`config.mk`:
```
export PLATFORM = sky130hd
export DESIGN_NAME = irq_cause_ctrl
export DESIGN_NICKNAME = d
export VERILOG_FILES = /design/src/rtl/irqc_pkg.sv /design/src/rtl/irqc_cause_reg.sv /design/src/rtl/irqc_summary.sv /design/src/rtl/irqc_prio_enc.sv /design/src/rtl/irq_cause_ctrl.sv
export SDC_FILE = /design/constraint.sdc
export NUM_CORES = 1
export LEC_CHECK = 0
export ABC_AREA = 1
export BUFFER_PORTS_ARGS = -buffer_cell sky130_fd_sc_hd__buf_4
export CAP_MARGIN = 0
export CORE_MARGIN = 2
export CORE_UTILIZATION = 54
export CTS_CLUSTER_SIZE = 25
export DETAILED_ROUTE_END_ITERATION = 12
export HOLD_SLACK_MARGIN = 0.15
export PLACE_DENSITY = 0.81
export REMOVE_ABC_BUFFERS = 1
export SETUP_SLACK_MARGIN = 0.05
export SLEW_MARGIN = 20
export SYNTH_ARGS = -nofsm -noshare
export SYNTH_HDL_FRONTEND = slang
export SYNTH_HIERARCHICAL = 1
export SYNTH_SLANG_ARGS = --single-unit
```
`constraint.sdc`:
```
create_clock -name clk -period 2.6 [get_ports clk]
set_clock_uncertainty 0.05 [all_clocks]
set_input_delay 0.13 -clock clk [delete_from_list [all_inputs] [get_ports clk]]
set_output_delay 0.13 -clock clk [all_outputs]
set_load 0.05 [all_outputs]
```
`src/rtl/irqc_pkg.sv`:
```
`timescale 1ns/1ps
package irqc_pkg;
  localparam int REG_W   = 32;
  localparam int SRC_LO  = 1;
  localparam int SRC_HI  = 29;
  localparam int NUM_SRC = SRC_HI - SRC_LO + 1;
  localparam int NUM_W   = $clog2(SRC_HI + 1);
  localparam int SUM_ANY = 0;
  localparam int SUM_A   = 30;
  localparam int SUM_B   = 31;

  function automatic logic [REG_W-1:0] span(input int lo, input int hi);
    logic [REG_W-1:0] r;
    r = '0;
    for (int i = 0; i < REG_W; i++)
      if (i >= lo && i <= hi) r[i] = 1'b1;
    return r;
  endfunction

  localparam logic [REG_W-1:0] SRC_MASK = span(SRC_LO, SRC_HI);
  localparam logic [REG_W-1:0] GRP_A    = span(26, 29) | span(1, 20);
  localparam logic [REG_W-1:0] GRP_B    = span(1, 25);

  function automatic logic [NUM_W-1:0] first_src(input logic [REG_W-1:0] v);
    logic [NUM_W-1:0] r;
    r = '0;
    for (int i = SRC_HI; i >= SRC_LO; i--)
      if (v[i]) r = i[NUM_W-1:0];
    return r;
  endfunction
endpackage

```
`src/rtl/irqc_cause_reg.sv`:
```
`timescale 1ns/1ps
module irqc_cause_reg import irqc_pkg::*; (
  input  logic             clk,
  input  logic             rst,
  input  logic             wr_cause,
  input  logic [REG_W-1:0] wdata,
  input  logic [REG_W-1:0] evt_vec,
  output logic [REG_W-1:0] cause_q
);
  logic [REG_W-1:0] keep_vec;
  logic [REG_W-1:0] cause_d;

  always_comb begin
    keep_vec = wr_cause ? wdata : '1;
    cause_d  = ((cause_q & keep_vec) | evt_vec) & SRC_MASK;
  end

  always_ff @(posedge clk) begin
    if (rst) cause_q <= '0;
    else     cause_q <= cause_d;
  end
endmodule

```
`src/rtl/irqc_summary.sv`:
```
`timescale 1ns/1ps
module irqc_summary import irqc_pkg::*; (
  input  logic [REG_W-1:0] cause_q,
  output logic [REG_W-1:0] cause_view
);
  logic [REG_W-1:0] src_only;

  always_comb begin
    src_only           = cause_q & SRC_MASK;
    cause_view         = src_only;
    cause_view[SUM_ANY] = |src_only;
    cause_view[SUM_A]   = |(src_only & GRP_A);
    cause_view[SUM_B]   = |(src_only & GRP_B);
  end
endmodule

```
`src/rtl/irqc_prio_enc.sv`:
```
`timescale 1ns/1ps
module irqc_prio_enc import irqc_pkg::*; (
  input  logic [REG_W-1:0] pend_vec,
  output logic [NUM_W-1:0] first_num,
  output logic             pend_any
);
  always_comb begin
    pend_any  = |(pend_vec & SRC_MASK);
    first_num = first_src(pend_vec & SRC_MASK);
  end
endmodule

```
`src/rtl/irq_cause_ctrl.sv`:
```
`timescale 1ns/1ps
module irq_cause_ctrl import irqc_pkg::*; (
  input  logic                  clk,
  input  logic                  rst,
  input  logic [SRC_HI:SRC_LO]  src_evt,
  input  logic                  sel_cause,
  input  logic                  sel_mask,
  input  logic                  wr_en,
  input  logic [REG_W-1:0]      wdata,
  output logic [REG_W-1:0]      rdata,
  output logic                  irq_out,
  output logic [NUM_W-1:0]      src_num,
  output logic                  src_valid
);
  logic             wr_cause;
  logic             wr_mask;
  logic [REG_W-1:0] evt_vec;
  logic [REG_W-1:0] cause_q;
  logic [REG_W-1:0] cause_view;
  logic [REG_W-1:0] mask_q;
  logic [REG_W-1:0] pend_vec;
  logic [NUM_W-1:0] first_num;
  logic             pend_any;

  assign wr_cause = wr_en & sel_cause;
  assign wr_mask  = wr_en & sel_mask;
  assign evt_vec  = {{(REG_W-1-SRC_HI){1'b0}}, src_evt, {SRC_LO{1'b0}}};
  assign pend_vec = cause_q & mask_q;

  irqc_cause_reg u_cause (
    .clk      (clk),
    .rst      (rst),
    .wr_cause (wr_cause),
    .wdata    (wdata),
    .evt_vec  (evt_vec),
    .cause_q  (cause_q)
  );

  irqc_summary u_sum (
    .cause_q    (cause_q),
    .cause_view (cause_view)
  );

  irqc_prio_enc u_prio (
    .pend_vec  (pend_vec),
    .first_num (first_num),
    .pend_any  (pend_any)
  );

  always_ff @(posedge clk) begin
    if (rst) begin
      mask_q    <= '0;
      irq_out   <= 1'b0;
      src_valid <= 1'b0;
      src_num   <= '0;
    end else begin
      if (wr_mask) mask_q <= wdata;
      irq_out   <= pend_any;
      src_valid <= pend_any;
      src_num   <= pend_any ? first_num : '0;
    end
  end

  always_comb begin
    if (sel_cause)     rdata = cause_view;
    else if (sel_mask) rdata = mask_q;
    else               rdata = '0;
  end
endmodule

```
==> summary.md <==
| Metric | Value |
|---|---|
| Maximum VDD drop | 0.286 mV |
| Synthesized area per cell | 5.77 sq um |
| Req. time, crit path | 2.78 ns |
| Type of destination of the critical path | flop |
| Largest net degree at the start of global routing | 65 |
| Clock root cell | clkbuf_8 |
| First-pass GRT wire length | 19300 microns |
| Nets | between 900 and 1000 |
| CTS H-tree lvls | 3 |
| Tcrit/Tclk final | about four fifths |
| Post-synthesis cell area | approximately 4300 sq um |
| Hold Crit Depth | 2 |
| Multi-input combinational cell area | 1860 sq um |
| Leakage Power | around 3.4 nW |
| Fin Setup TNS | 0 ns |
| Inserted Clock Buffers | 9 |
| Power Density | 488 nW/um^2 |
| CP Launch Type | flop |
| # diodes | 0 |
| Total number of placement rows | 32 |
| Post-CTS Resized | 0 |
| Starting Density | a little under three fifths |
| DRC viols | 0 |
| Final Hold Slack | roughly 0.18 ns |
| Number of hold buffers added after cts | 68 |
| Post-route minimum period | 2.08 ns |
| Pins Over Slew Limit | 0 |
| Max-cap viol count | 0 |
| Worst slew margin | 54.2% |
| Clock Latency Late Sink | 0.33 ns |
| Vias | 4565 |
| Post-Place Setup Slack | 0.539 ns |
| Share of layout cells above drive strength 1 | 16.6% |
| GR Overflow Total | 0 |
| # IOs | 105 |
| Number of DRC markers in iteration 0 | between 200 and 250 |
| Clock transition at the registers of the reported paths | about 0.070 ns |
| Slew @ Worst Pin | 0.688 ns |
| Die height | 93.5 microns |
| Register area | 1340 sq um |
| Final Hold Fails | 0 |
| Arr. time, crit path | between 2 and 2.5 ns |
| Port Buffer Count | 104 |
| Post-CTS Setup Bufs | 0 |
| CTS tree | done |
| Max FO, Critical Path | 4 |
| DP Wirelength | 7060 microns |
| Initial antenna violation count | 0 |
| Final worst slack | 0.519 ns |
| Clock sink total | 67 |
| Syn. warnings | 6 |
| Placer congestion estimate | slightly above 0.8 |
| Slowest cell on the critical path | dfxtp_1 |
| Vias per cell | approximately 4.6 |
| F_max | 481 MHz |
| Vias in the first global route | 4396 |
| Final setup fails | 0 |
| Status | complete, no violations |
| Reg2Reg Depth | 33 |
| Fill count | 640 |
| Area Overhead vs Synth | 31.8% |
| Core region area | roughly 7700 sq um |
| Cells after Synth | 750 |
| Deepest clock path buffer count | 2 |
| Crit-path max cell delay | 0.38 ns |
| CP most frequent cell | nand2_1 |
| Overall Global Routing Usage | 27.6% |
| Hold Crit Class | in -> reg |
| CP Class | reg -> reg |
| DIE AREA | ~9000 sq um |
| Drt pass-1 iters | 5 |
| Die width | 93.5 microns |
| DR WL/cell | approximately 12 microns |
| RSZ-0062 raised after global routing | false |
| Antenna viol nets, final | 0 |
| Routed WL | 11700 microns |
[sequential cells by signal (all words and copies together) (netlist names)]
register	count
mask_q	32
src_valid	1
src_num	5
u_cause/cause_q	29
[final timing paths]
check,from,end,slack [ns]
max,u_cause/cause_q[28],src_num[0],0.52
min,rst,u_cause/cause_q[20],0.18
min reg2reg,u_cause/cause_q[14],u_cause/cause_q[14],0.45
max reg2reg,u_cause/cause_q[28],src_num[0],0.52
[where the power goes]
group	internal, mW	switching, mW
Sequential	1.11	0.0629
Combinational	0.338	0.512
Clock	0.383	0.379
[metrics by stage]
step           util [%]  instance area (sq um)  std cells  power, mW
6_report           73.8                   5710        985       2.78
5_1_grt            73.8                   5710        985       2.93
4_1_cts            73.8                   5710        985       2.77
3_5_place_dp       62.9                   4860        903       1.94
3_3_place_gp       62.9                   4860        903       1.93
2_1_floorplan         -                   3930        694       1.67
[routing by layer]
layer  share of wire [%]  global-route usage [%]  wire length [microns]  vias up
met3                 5.4                    4.03                    625       19
met4                 1.7                    9.44                    198        0
met5                   0                       0                      0        -
li1                    -                       -                      -     2363
met2                  51                    48.9                   5890      139
met1                  42                    34.0                   4940     2044
[area by class of cell]
cell class	instances	share of cell area (%)
flip-flops and latches	67	23.5
inverters	178	12.7
clock buffers	11	2.65
clock inverters	3	0.263
repair buffers	175	26.0
well taps	102	2.24
multi-input cells	449	32.7
[cell usage in the layout (no fill, tap or decap), drive strengths merged]
| master | instances |
|---|---|
| a21boi | 1 |
| dlygate4sd3 | 68 |
| o21ai | 1 |
| a21oi | 31 |
| bufinv | 4 |
| nand2 | 276 |
| dfxtp | 67 |
| clkbuf | 11 |
| buf | 107 |
| nor3 | 1 |
| nand3 | 38 |
| clkinv | 3 |
| and2 | 1 |
| inv | 174 |
| nor2 | 97 |
| nor4 | 2 |
| o311ai | 1 |
[worst max-delay path, delay by kind of cell (launching register included)]
kind	cells	cell delay (ns)
AND/OR/NAND/NOR	30	1.39
flip-flops	1	0.38
buffers and inverters	3	0.14
No activity file was read; power rests on OpenSTA's default activity.
